## src/rtl/mwd_pkg.sv

```systemverilog
package mwd_pkg;
  localparam int NUM_WIN   = 5;
  localparam int ADDR_W    = 24;
  localparam int GRAIN_W   = 12;
  localparam int PAGE_W    = ADDR_W - GRAIN_W;
  localparam int HI_W      = PAGE_W - 8;
  localparam int WIN_IDX_W = $clog2(NUM_WIN);

  typedef logic [PAGE_W-1:0]    page_t;
  typedef logic [WIN_IDX_W-1:0] win_idx_t;

  typedef struct packed {
    page_t first;
    page_t last;
  } win_cfg_t;
endpackage

```

## src/rtl/mwd_regfile.sv

```systemverilog
module mwd_regfile
  import mwd_pkg::*;
#(
  parameter int BASE_IDX = 8'h10,
  parameter int STRIDE   = 8,
  parameter int EN_IDX   = 8'h06
) (
  input  logic                          clk,
  input  logic                          rst_n,
  input  logic                          idx_wr,
  input  logic                          data_wr,
  input  logic [7:0]                    wdata,
  output logic [7:0]                    rdata,
  output win_cfg_t [NUM_WIN-1:0]        cfg_o,
  output logic [NUM_WIN-1:0]            en_o
);
  localparam int SPAN  = NUM_WIN * STRIDE;
  localparam int SUB_W = $clog2(STRIDE);
  typedef logic [SUB_W-1:0] sub_t;

  logic [7:0]             idx_q, idx_d;
  win_cfg_t [NUM_WIN-1:0] cfg_q, cfg_d;
  logic [NUM_WIN-1:0]     en_q, en_d;

  logic [7:0] off;
  logic       in_range;
  logic       sub_ok;
  win_idx_t   sel_win;
  sub_t       sel_sub;

  // decode the index into window number and register slot
  always_comb begin
    off      = idx_q - 8'(BASE_IDX);
    in_range = (int'(idx_q) >= BASE_IDX) && (int'(idx_q) < BASE_IDX + SPAN);
    sel_win  = win_idx_t'(int'(off) / STRIDE);
    sel_sub  = sub_t'(int'(off) % STRIDE);
    sub_ok   = in_range && (int'(sel_sub) < 4);
  end

  // next state
  always_comb begin
    idx_d = idx_q;
    cfg_d = cfg_q;
    en_d  = en_q;
    if (idx_wr) begin
      idx_d = wdata;
    end
    if (data_wr) begin
      if (int'(idx_q) == EN_IDX) begin
        en_d = wdata[NUM_WIN-1:0];
      end
      for (int w = 0; w < NUM_WIN; w++) begin
        if (sub_ok && (int'(sel_win) == w)) begin
          case (sel_sub)
            sub_t'(0): cfg_d[w].first[7:0]        = wdata;
            sub_t'(1): cfg_d[w].first[PAGE_W-1:8] = wdata[HI_W-1:0];
            sub_t'(2): cfg_d[w].last[7:0]         = wdata;
            sub_t'(3): cfg_d[w].last[PAGE_W-1:8]  = wdata[HI_W-1:0];
            default: ;
          endcase
        end
      end
    end
  end

  // state registers
  always_ff @(posedge clk or negedge rst_n) begin
    if (!rst_n) begin
      idx_q <= '0;
      cfg_q <= '0;
      en_q  <= '0;
    end else begin
      idx_q <= idx_d;
      cfg_q <= cfg_d;
      en_q  <= en_d;
    end
  end

  // readback
  always_comb begin
    rdata = '0;
    if (int'(idx_q) == EN_IDX) begin
      rdata[NUM_WIN-1:0] = en_q;
    end
    for (int w = 0; w < NUM_WIN; w++) begin
      if (sub_ok && (int'(sel_win) == w)) begin
        case (sel_sub)
          sub_t'(0): rdata           = cfg_q[w].first[7:0];
          sub_t'(1): rdata[HI_W-1:0] = cfg_q[w].first[PAGE_W-1:8];
          sub_t'(2): rdata           = cfg_q[w].last[7:0];
          sub_t'(3): rdata[HI_W-1:0] = cfg_q[w].last[PAGE_W-1:8];
          default: ;
        endcase
      end
    end
  end

  assign cfg_o = cfg_q;
  assign en_o  = en_q;

  AST_EN_WRITE_LANDS: assert property (@(posedge clk) disable iff (!rst_n)
    (data_wr && int'(idx_q) == EN_IDX) |=> (en_q == $past(wdata[NUM_WIN-1:0])));
  AST_QUIET_HOLDS: assert property (@(posedge clk) disable iff (!rst_n)
    !data_wr |=> ($stable(cfg_q) && $stable(en_q)));
endmodule

```

## src/rtl/mwd_window_cmp.sv

```systemverilog
module mwd_window_cmp
  import mwd_pkg::*;
#(
  parameter int FLOOR_BITS = 4
) (
  input  page_t    page_i,
  input  win_cfg_t cfg_i,
  input  logic     en_i,
  output logic     match_o
);
  logic above_floor;
  logic ge_first;
  logic le_last;

  always_comb begin
    above_floor = |page_i[PAGE_W-1:FLOOR_BITS];
    ge_first    = (page_i >= cfg_i.first);
    le_last     = (page_i <= cfg_i.last);
    match_o     = en_i && above_floor && ge_first && le_last;
  end
endmodule

```

## src/rtl/mwd_prio.sv

```systemverilog
module mwd_prio
  import mwd_pkg::*;
(
  input  logic [NUM_WIN-1:0] req_i,
  input  logic               valid_i,
  output logic               hit_o,
  output win_idx_t           win_o
);
  always_comb begin
    hit_o = 1'b0;
    win_o = '0;
    if (valid_i) begin
      for (int w = NUM_WIN - 1; w >= 0; w--) begin
        if (req_i[w]) begin
          hit_o = 1'b1;
          win_o = win_idx_t'(w);
        end
      end
    end
  end
endmodule

```

## src/rtl/mem_window_decoder.sv

```systemverilog
module mem_window_decoder
  import mwd_pkg::*;
#(
  parameter int BASE_IDX   = 8'h10,
  parameter int STRIDE     = 8,
  parameter int EN_IDX     = 8'h06,
  parameter int FLOOR_BITS = 4
) (
  input  logic                 clk,
  input  logic                 rst_n,
  input  logic                 idx_wr,
  input  logic                 data_wr,
  input  logic [7:0]           wdata,
  output logic [7:0]           rdata,
  input  logic [ADDR_W-1:0]    bus_addr,
  input  logic                 bus_mem_cycle,
  output logic                 hit,
  output logic [WIN_IDX_W-1:0] hit_win
);
  logic [1:0] rst_sync_q;
  logic       rst_int_n;

  // asynchronous assert, synchronous release
  always_ff @(posedge clk or negedge rst_n) begin
    if (!rst_n) begin
      rst_sync_q <= '0;
    end else begin
      rst_sync_q <= {rst_sync_q[0], 1'b1};
    end
  end
  assign rst_int_n = rst_sync_q[1];

  win_cfg_t [NUM_WIN-1:0] cfg;
  logic [NUM_WIN-1:0]     en;
  logic [NUM_WIN-1:0]     match;
  page_t                  page;

  assign page = bus_addr[ADDR_W-1:GRAIN_W];

  mwd_regfile #(
    .BASE_IDX (BASE_IDX),
    .STRIDE   (STRIDE),
    .EN_IDX   (EN_IDX)
  ) u_regs (
    .clk     (clk),
    .rst_n   (rst_int_n),
    .idx_wr  (idx_wr),
    .data_wr (data_wr),
    .wdata   (wdata),
    .rdata   (rdata),
    .cfg_o   (cfg),
    .en_o    (en)
  );

  for (genvar w = 0; w < NUM_WIN; w++) begin : g_win
    mwd_window_cmp #(.FLOOR_BITS(FLOOR_BITS)) u_cmp (
      .page_i  (page),
      .cfg_i   (cfg[w]),
      .en_i    (en[w]),
      .match_o (match[w])
    );

    AST_BOUNDS_ORDERED: assert property (@(posedge clk) disable iff (!rst_int_n)
      match[w] |-> (cfg[w].first <= cfg[w].last));
  end

  mwd_prio u_prio (
    .req_i   (match),
    .valid_i (bus_mem_cycle),
    .hit_o   (hit),
    .win_o   (hit_win)
  );

  logic [NUM_WIN-1:0] lower_mask;
  assign lower_mask = NUM_WIN'((1 << hit_win) - 1);

  AST_NO_FLOOR_HIT: assert property (@(posedge clk) disable iff (!rst_int_n)
    (bus_addr[ADDR_W-1:GRAIN_W+FLOOR_BITS] == '0) |-> !hit);
  AST_QUIET_CYCLE: assert property (@(posedge clk) disable iff (!rst_int_n)
    !bus_mem_cycle |-> !hit);
  AST_WIN_MATCHES: assert property (@(posedge clk) disable iff (!rst_int_n)
    hit |-> (match[hit_win] && en[hit_win]));
  AST_LOWEST_WINS: assert property (@(posedge clk) disable iff (!rst_int_n)
    hit |-> ((match & lower_mask) == '0));
  AST_IDLE_ZERO: assert property (@(posedge clk) disable iff (!rst_int_n)
    !hit |-> (hit_win == '0));
endmodule

```

## config.mk

```make
export PLATFORM = sky130hd
export DESIGN_NAME = mem_window_decoder
export DESIGN_NICKNAME = d
export VERILOG_FILES = /design/src/rtl/mwd_pkg.sv /design/src/rtl/mwd_regfile.sv /design/src/rtl/mwd_window_cmp.sv /design/src/rtl/mwd_prio.sv /design/src/rtl/mem_window_decoder.sv
export SDC_FILE = /design/constraint.sdc
export NUM_CORES = 1
export LEC_CHECK = 0
export BUFFER_PORTS_ARGS = -buffer_cell sky130_fd_sc_hd__buf_2
export CAP_MARGIN = 20
export CORE_MARGIN = 4
export CORE_UTILIZATION = 25
export CTS_CLUSTER_DIAMETER = 30
export DETAILED_ROUTE_END_ITERATION = 10
export GPL_TIMING_DRIVEN = 1
export PLACE_DENSITY = 0.44
export SLEW_MARGIN = 15
export SYNTH_ARGS = -nofsm -noshare
export SYNTH_HDL_FRONTEND = slang
export SYNTH_SLANG_ARGS = --single-unit
```

## constraint.sdc

```tcl
create_clock -name clk -period 12.8 [get_ports clk]
set_input_delay 1.92 -clock clk [delete_from_list [all_inputs] [get_ports clk]]
set_output_delay 1.92 -clock clk [all_outputs]
set_load 0.005 [all_outputs]
```

After elaboration in Yosys (flattened, before gate mapping)
Cells that the tools add are included.
{ "word_totals": {"in_bits": 37, "output_inout_bits": 12, "register_bits": 135, "wordCells": 119} }
{ "op_classes": {"magnitude_cmp": 13, "mux": 28, "reduce_logical": 46, "add_sub_neg": 1, "n_eq_ne": 8} }
{ "ops": {"columns": ["cell", "n"], "rows": [
  ["4-bit case mux with 4 select lines", 5],
  ["12-bit >= comparator", 5],
  ["12-bit <= comparator", 5],
  ["3-bit AND reduction", 20],
  ["8-bit 2-to-1 mux", 5],
  ["4-bit case mux with 2 select lines", 5],
  ["1-bit logical AND", 22],
  ["3-bit 2-to-1 mux", 6],
  ["3-bit by 2-bit == test with 1-bit output (second input constant)", 3],
  ["3-bit == test (second input constant)", 3],
  ["8-bit by 4-bit == test with 1-bit output (second input constant)", 1],
  ["8-bit by 5-bit >= comparator with 1-bit output (second input constant)", 1],
  ["8-bit by 6-bit < comparator with 1-bit output (second input constant)", 1],
  ["8-bit OR reduction", 1],
  ["3-bit logical NOT", 2],
  ["1-bit 2-to-1 mux", 6],
  ["6-bit by 5-bit subtractor with 6-bit output (second input constant)", 1],
  ["5-bit 2-to-1 mux", 1],
  ["3-bit by 1-bit == test with 1-bit output (second input constant)", 1],
  ["3-bit < comparator (second input constant)", 1],
  ["2-bit AND reduction", 1]
]} }

Logic depth before layout (Yosys ltp)
Gate-level depths: netlist of run 1.
{ "depth": {"word_depth": 13, "ltp_mapped": 9, "mapped_depth_nobuf": 8} }

Modules after synthesis
From an unflattened synthesis of run 1, not the netlist that was laid out.
{ "hier_totals": {"cells_unflattened": 878, "hier_area_um2": 9469.1} }
{ "modules_own_cells": {"columns": ["module", "n_inst", "cells_each", "area_each_um2"], "rows": [
  ["mwd_regfile", 1, 431, 6277.3],
  ["mwd_window_cmp", 5, 87, 615.6],
  ["mwd_prio", 1, 9, 60.1],
  ["mem_window_decoder", 1, 3, 53.8]
]} }

Worst setup path after synthesis of run 1
No wires, ideal clock.
{ "synth_timing": {"path_kind": "in2out", "startpoint": "in bus_addr[21]", "endpoint": "out hit_win[2]", "cell_stages": 6, "arrival_ns": 3.525, "path_slack_ns": 7.355, "path_buffers": 0, "cell_sequence": "ha_1 or4_1 a221o_1 o22a_1 a32oi_1 nor4b_2"} }
{ "synth_between": {"elab_chain_cells": 10} }
{ "synth_rtl": {"columns": ["item", "line_no", "source"], "rows": [
  ["start: declaration", "mem_window_decoder.sv:15", "input logic [ADDR_W-1:0] bus_addr,"],
  ["parallel branches: the longest is 8 deep, another holds 12-bit >= comparator", null, null],
  ["3-bit 2-to-1 mux (*)", "mwd_prio.sv:14", "if (req_i[w]) begin"],
  ["3-bit 2-to-1 mux (*)", "mwd_prio.sv:12", "if (valid_i) begin"],
  ["end: declaration", "mem_window_decoder.sv:18", "output logic [WIN_IDX_W-1:0] hit_win"]
]} }
Mark *: on every way between the ends.

Worst setup path after layout of run 1
{ "layout_timing": {"startpoint": "in bus_addr[12]", "endpoint": "out hit_win[2]"} }
{ "layout_between": {"elab_chain_cells": 9} }
{ "layout_rtl": {"columns": ["item", "line_no", "source"], "rows": [
  ["12-bit >= comparator", "mwd_window_cmp.sv:17", "ge_first = (page_i >= cfg_i.first);"],
  ["1-bit logical AND (2 in a row)", "mwd_window_cmp.sv:19", "match_o = en_i && above_floor && ge_first && le_last;"],
  ["3-bit 2-to-1 mux (4 in a row)", "mwd_prio.sv:14", null],
  ["3-bit 2-to-1 mux (*)", "mwd_prio.sv:14", null],
  ["3-bit 2-to-1 mux (*)", "mwd_prio.sv:12", null]
]} }
Mark *: on every way between the ends. The rest lies on a longest branch, timed or not.

==> key figures, run 1 <==
Setup path
  – Worst R2R Path Depth: 5
  – Worst R2R End: u_regs.cfg_o[106]$_DFFE_PN0P_
  – Max FO, Critical Path: 10
  – Cell Chain, Critical Path: buf_2 -> inv_1 -> ha_1 -> o21ai_0 -> a221o_1 -> a22oi_1 -> a32oi_1 -> nor4b_2 -> buf_2
  – CP startpoint kind: input port
  – Critical Path AT: between 4 and 5 ns
  – Most used cell, CP: buf_2
  – CP endpoint kind: output pin
  – Critical Path Max Stage Delay: 0.59 ns
  – Slowest cell on crit path: inv_1
  – Critical path required time: ~11 ns
  – WS Path Type: input port to output pin
  – R2R Path Start: u_regs.idx_q[0]$_DFFE_PN0P_
  – Worst reg2reg setup slack: roughly 10 ns

Finish
  – Final #Nets: approximately 1100
  – Most frequent cells in the layout: 132 x dfrtp_1, 124 x inv_1, 122 x ha_1
  – Non-Filler Instances: roughly 1400
  – Layout area overhead: 13.83%
  – Commonest non-fill, non-tap cell in the layout: dfrtp_1
  – Final Core Density: between 20% and 30%
  – Non-Filler Cell Area, Final: approximately 11000 sq um
  – Filler cell count: just under 4000
  – Layout cells sized above 1: about a quarter
  – Diode count: 0

Clock tree
  – H-tree levels: 4
  – # hold bufs at CTS: 0
  – Worst-path clk slew: approximately 0.060 ns
  – Clock Tree Root: clkbuf_16
  – Clock Sink Count: about 140
  – CTS max path bufs: 2
  – CTS buffer count: 17
  – CTS tree: done
  – Clock latency on the worst-skew pair: around 0.44 ns
  – Post-CTS sizing: 0
  – Postcts setup bufs: 0

Synth
  – Cell Area, Synth: about 9400 sq um
  – Cells after Synth: slightly below 900
  – Register area share after synthesis: 35.94%
  – Synth Net Count: ~1000
  – Flops & latches, synth: 135
  – Synthesis Warnings: 0
  – Yosys cell types: 70
  – Syn Area/Cell: 10.61 sq um
  – Asr flop ratio synth: 100.0%
  – Post-synth top flop: dfrtp_1
  – EDFF count, synth: 0

Place
  – Routability cong.: 0.8156
  – Hpwl dp: approximately 22000 um
  – Placed Cells incl. Taps: between 1000 and 1500
  – Cell area after placement: roughly 10000 sq um
  – Worst slack, placed: about 6.3 ns
  – # port buffers: 36

STA
  – Clock Skew: around 0.015 ns
  – Final Slew Violations: 0
  – Slew margin rel.: 31.14%
  – Final setup TNS: 0 ns
  – Unrepaired setup endpoints after global routing: no
  – Min Clock Period, post-route: between 6 and 7 ns
  – Achievable frequency: ~150 MHz
  – Final worst slack: approximately 6.3 ns
  – Final period util: roughly half
  – Least-Margin Pin Slew: slightly above 1 ns
  – # setup viols final: 0
  – Number of hold violations in the final report: 0

Floorplan
  – Die Ht: between 200 and 250 um
  – Die W: 201.9 um
  – Row cnt: 70
  – Starting density of the core: about a quarter
  – IO Count: 49
  – Core area: approximately 37000 sq um
  – Die ar.: roughly 40000 sq um

Route
  – Via count: 6970
  – DRC violations left: 0
  – Final ANT Viol Nets: 0
  – DRT Pass-1 Iters: 5
  – Vias per Instance: about 4.9
  – Initial DRC count: between 400 and 500
  – Final WL: slightly above 30000 um
  – Routed wire per std cell: approximately 22 um

Power
  – VDD IR max: about 0.067 mV
  – Pwr/cell area: 111.7 nW/um^2
  – Static Leakage: 4.722 nW

Worst hold path
  – Worst Hold Launch: rst_sync_q[0]$_DFF_PN0_
  – WHS Endpoint: rst_sync_q[1]$_DFF_PN0_
  – Worst Hold Depth: 0
  – Worst hold path class: register to register

Global route
  – Largest net degree at the start of global routing: between 70 and 80
  – Total track usage: between 10% and 20%
  – GRT Residual Overflow: 0
  – First-pass GRT wire length: ~46000 um
  – Initial antenna violation count: 0
  – Vias in the first global route: roughly 7000

Flow run
  – Max Cap Viol: 0

Status
  – Status: completed
==> layout make-up <==
type	count	area, sq um	share of cell area [%]
multi-input cells	598	5414	50.60
flip-flops and latches	135	3385	31.63
well taps	504	630.6	5.894
inverters	125	469.2	4.385
clock buffers	19	442.9	4.140
repair buffers	40	210.2	1.965
clock inverters	13	147.6	1.380
==> cell families (layout without fill, tap and decap cells) <==
| logic type | count (synthesis) | in the layout | share of synthesized area [%] |
|---|---|---|---|
| AOI/OAI and AO/OA | 169 | 169 | 11.94 |
| and+or+nand+nor | 167 | 167 | 9.944 |
| buffers and inverters | 153 | 197 | 6.456 |
| muxes | 139 | 139 | 19.44 |
| DFF | 135 | 135 | 35.94 |
| adders and majority gates | 122 | 122 | 16.24 |
| other | 1 | 1 | 0.03990 |
==> cells in the mapped netlist, types with 8 or more instances <==
cell type,number,share of area [%]
inv_1,124,5.0
nor4_1,8,0.53
a211oi_1,10,0.80
mux2_2,107,13
o21ai_0,56,3.0
nand3_1,11,0.59
o21a_1,16,1.3
a221oi_1,8,0.75
mux4_2,24,5.8
dfrtp_1,135,36
a21oi_1,28,1.5
clkbuf_1,16,0.64
nand4_1,10,0.67
nand2_1,64,2.6
nor2_1,22,0.88
ha_1,122,16
==> sequential cells by signal (all words and copies together), names as in the netlist <==
name          count
u_regs.cfg_o    120
u_regs.en_o       5
u_regs.idx_q      8
rst_sync_q        2
==> metrics by stage <==
step	total power, mW	hold slack, ns
after global routing	1.256	0.3683
after floorplan	0.6211	0.3312
after detailed placement	0.6974	0.3371
final	1.195	0.3490
after global placement	0.6953	0.3374
after CTS	1.210	0.3510
==> metal layers <==
layer / wire length, um / up-vias / GRT usage, %
met2: 14020 / 152 / 24.15
met4: 277 / 0 / 3.271
li1: - / 3277 / -
met3: 1396 / 19 / 3.016
met5: 0 / - / 0
met1: 15170 / 3522 / 21.95
==> worst max-delay path: cells and delay by family <==
| kind | cells | cell delay [ns] |
|---|---|---|
| buffers and inverters | 3 | 0.86 |
| and+or+nand+nor | 1 | 0.38 |
| AOI/OAI and AO/OA | 4 | 1.07 |
| adders and majority gates | 1 | 0.35 |
==> how the worst max path moves through the flow <==
stage	start	endpoint	slack, ns
5_1_grt	bus_addr[12]	hit_win[2]	6.10
4_1_cts	bus_addr[12]	hit_win[2]	6.30
3_3_place_gp	bus_addr[12]	hit_win[2]	6.32
6_report	bus_addr[12]	hit_win[2]	6.28
3_5_place_dp	bus_addr[12]	hit_win[2]	6.29
2_1_floorplan	bus_addr[21]	hit_win[2]	7.36
==> power by group <==
group	internal [mW]	total [mW]	switching, mW
sequential	0.455	0.484	0.0296
clock	0.294	0.507	0.213
combinational	0.0846	0.204	0.120
total	0.833	1.20	0.362
No activity file was read; power rests on OpenSTA's default activity.
==> inputs of run 2 (changes only) <==
==> constraint.sdc (replaced) <==
create_clock -name clk -period 6.5 [get_ports clk]
set_input_delay 0.975 -clock clk [delete_from_list [all_inputs] [get_ports clk]]
set_output_delay 0.975 -clock clk [all_outputs]
set_load 0.005 [all_outputs]
==> run 2 against run 1 <==
Effect of this change: highest routed layer is now met5; critical path depth stayed put; clock power is 110% higher; non-clock buffer count stayed put; final area is 0.54% higher; wire length is 0.39% higher; utilization is 0.16 points higher; via count is 0.57% higher; clock skew hardly changed; sequential power is 99% higher; sequential cell count stayed put; worst setup slack worse by 4.3 ns; register-to-register slack worse by 6.6 ns.
==> key figures, run 2 (synthesis results as in run 1) <==
Clock tree
  – Worst-path clk slew: 0.06 ns (about the same)
  – CTS buffer count: 17 (unchanged)
  – Post-CTS sizing: 0 (unchanged)
  – CTS tree: done
  – Clock Sink Count: 135 (unchanged)
  – # hold bufs at CTS: 0 (unchanged)
  – Clock Tree Root: clkbuf_16
  – CTS max path bufs: 2 (unchanged)
  – Clock latency on the worst-skew pair: 0.44 ns (about the same)
  – Postcts setup bufs: 0 (unchanged)
  – H-tree levels: 4 (unchanged)

Power
  – VDD IR max: 0.1542 mV (+130%)
  – Pwr/cell area: 226.1 nW/um^2 (+100%)
  – Static Leakage: 4.755 nW (+0.70%)

Global route
  – Vias in the first global route: 7023 (+0.79%)
  – Total track usage: 15.30% (-0.043 points)
  – Initial antenna violation count: 1 (+1)
  – First-pass GRT wire length: 46560 um (+0.43%)
  – GRT Residual Overflow: 0 (unchanged)
  – Largest net degree at the start of global routing: 74 (+2.8%)

Finish
  – Diode count: 0 (unchanged)
  – Layout area overhead: 14.44%
  – Number of flip-flops in the largest register: 120 (unchanged)
  – Non-Filler Instances: 1434 (unchanged)
  – Area occupied by multi-input gates: 5414 sq um (unchanged)
  – Register area: 3385 sq um (unchanged)
  – Final Core Density: 29.17% (+0.16 points)
  – Commonest non-fill, non-tap cell in the layout: dfrtp_1
  – Layout cells sized above 1: 24.62% (unchanged)
  – Most frequent cells in the layout: 132 x dfrtp_1, 124 x inv_1, 122 x ha_1
  – Final #Nets: 1076 (unchanged)
  – Filler cell count: 3848 (-0.62%)

STA
  – Least-Margin Pin Slew: 1.086 ns (+0.06058 ns)
  – Final setup TNS: 0 ns (unchanged)
  – Slew margin rel.: 27.07% (-4.1 points)
  – Clock Skew: 0.01497 ns (+0.00008500 ns)
  – Achievable frequency: approximately 220 MHz
  – Number of hold violations in the final report: 0 (unchanged)
  – Final Slew Violations: 0 (unchanged)
  – Min Clock Period, post-route: between 4 and 5 ns
  – # setup viols final: 0 (unchanged)
  – Final period util: a little over two thirds
  – Unrepaired setup endpoints after global routing: no

Route
  – Final ANT Viol Nets: 0 (unchanged)
  – Vias per Instance: 4.888 (+0.57%)
  – Via count: 7010 (+0.57%)
  – Routed wire per std cell: 21.61 um (+0.39%)
  – DRT Pass-1 Iters: 8 (+3)
  – Initial DRC count: 393 (-12%)
  – DRC violations left: 0 (unchanged)
  – Final WL: 30990 um (+0.39%)

Place
  – Routability cong.: 0.8014 (-1.7%)
  – Hpwl dp: 21940 um (+1.0%)
  – # port buffers: 36 (unchanged)
  – Placed Cells incl. Taps: 1401 (-0.071%)

Setup path
  – WS Path Type: input port to output pin
  – CP endpoint kind: output pin
  – Max FO, Critical Path: 10 (unchanged)
  – Critical path required time: 5.52 ns (-5.36 ns)
  – Critical Path AT: 3.55 ns (-1.05 ns)
  – CP startpoint kind: input port

Floorplan
  – Die Ht: 201.9 um (unchanged)
  – IO Count: 49 (unchanged)
  – Die ar.: 40760 sq um (unchanged)
  – Row cnt: 70 (unchanged)
  – Core area: 36870 sq um (unchanged)
  – Die W: 201.9 um (unchanged)
  – Starting density of the core: 25.49% (unchanged)

Worst hold path
  – Worst hold path class: input port to asynchronous set/reset pin

Status
  – Status: completed

Flow run
  – Max Cap Viol: 0 (unchanged)
## run 2: worst max-delay path: stages
cell and delay (ns):
buf_2 0.09, inv_1 0.57, ha_1 0.35, o21ai_0 0.17, a221o_1 0.19, a22oi_1 0.13, a32oi_1 0.56, nor4b_2 0.34
buf_2 0.17
## run 2: path summary, 6_finish.rpt
kind	cells after the start	start	end	slack [ns]
worst max register to register	4	u_regs.idx_q[0]$_DFFE_PN0P_	u_regs.cfg_o[106]$_DFFE_PN0P_	3.25
worst min register to register	0	rst_sync_q[0]$_DFF_PN0_	rst_sync_q[1]$_DFF_PN0_	0.35
min in group clk	0	rst_sync_q[0]$_DFF_PN0_	rst_sync_q[1]$_DFF_PN0_	0.35
max in group asynchronous	2	rst_sync_q[1]$_DFF_PN0_	u_regs.idx_q[1]$_DFFE_PN0P_	4.79
worst min-delay path	1	rst_n	rst_sync_q[0]$_DFF_PN0_	0.31
worst max-delay path	9	bus_addr[12]	hit_win[2]	1.97
## run 2: area by class of cell
| class | count | area share (%) |
|---|---|---|
| repair buffers | 40 | 2.070 |
| clock inverters | 13 | 1.791 |
| inverters | 125 | 4.362 |
| multi-input cells | 598 | 50.33 |
| clock buffers | 19 | 4.118 |
| well taps | 504 | 5.862 |
| flip-flops and latches | 135 | 31.46 |
## run 2: stage by stage
| stage | hold WS [ns] | setup slack (ns) | power, mW | cell area [sq um] |
|---|---|---|---|---|
| 2_1_floorplan | 0.3312 | 2.460 | 1.223 | 9399 |
| 3_3_place_gp | 0.3348 | 1.966 | 1.367 | 10100 |
| 3_5_place_dp | 0.3387 | 1.943 | 1.373 | 10100 |
| 4_1_cts | 0.2954 | 1.927 | 2.464 | 10740 |
| 5_1_grt | 0.2961 | 1.788 | 2.549 | 10760 |
| 6_report | 0.3146 | 1.975 | 2.432 | 10760 |
## run 2: routing by layer
| metal | up-vias | GRT usage (%) | wire (um) |
|---|---|---|---|
| li1 | 3271 | - | - |
| met1 | 3581 | 21.65 | 15010 |
| met2 | 139 | 23.86 | 14110 |
| met3 | 17 | 3.562 | 1475 |
| met4 | 2 | 3.442 | 382 |
| met5 | - | 0 | 7 |
## run 2: where the power goes
group / internal [mW] / leakage, nW / switching (mW) / total, mW
clock network: 0.658 / 0.305 / 0.418 / 1.08
logic: 0.167 / 2.69 / 0.226 / 0.393
registers: 0.895 / 1.76 / 0.0690 / 0.964
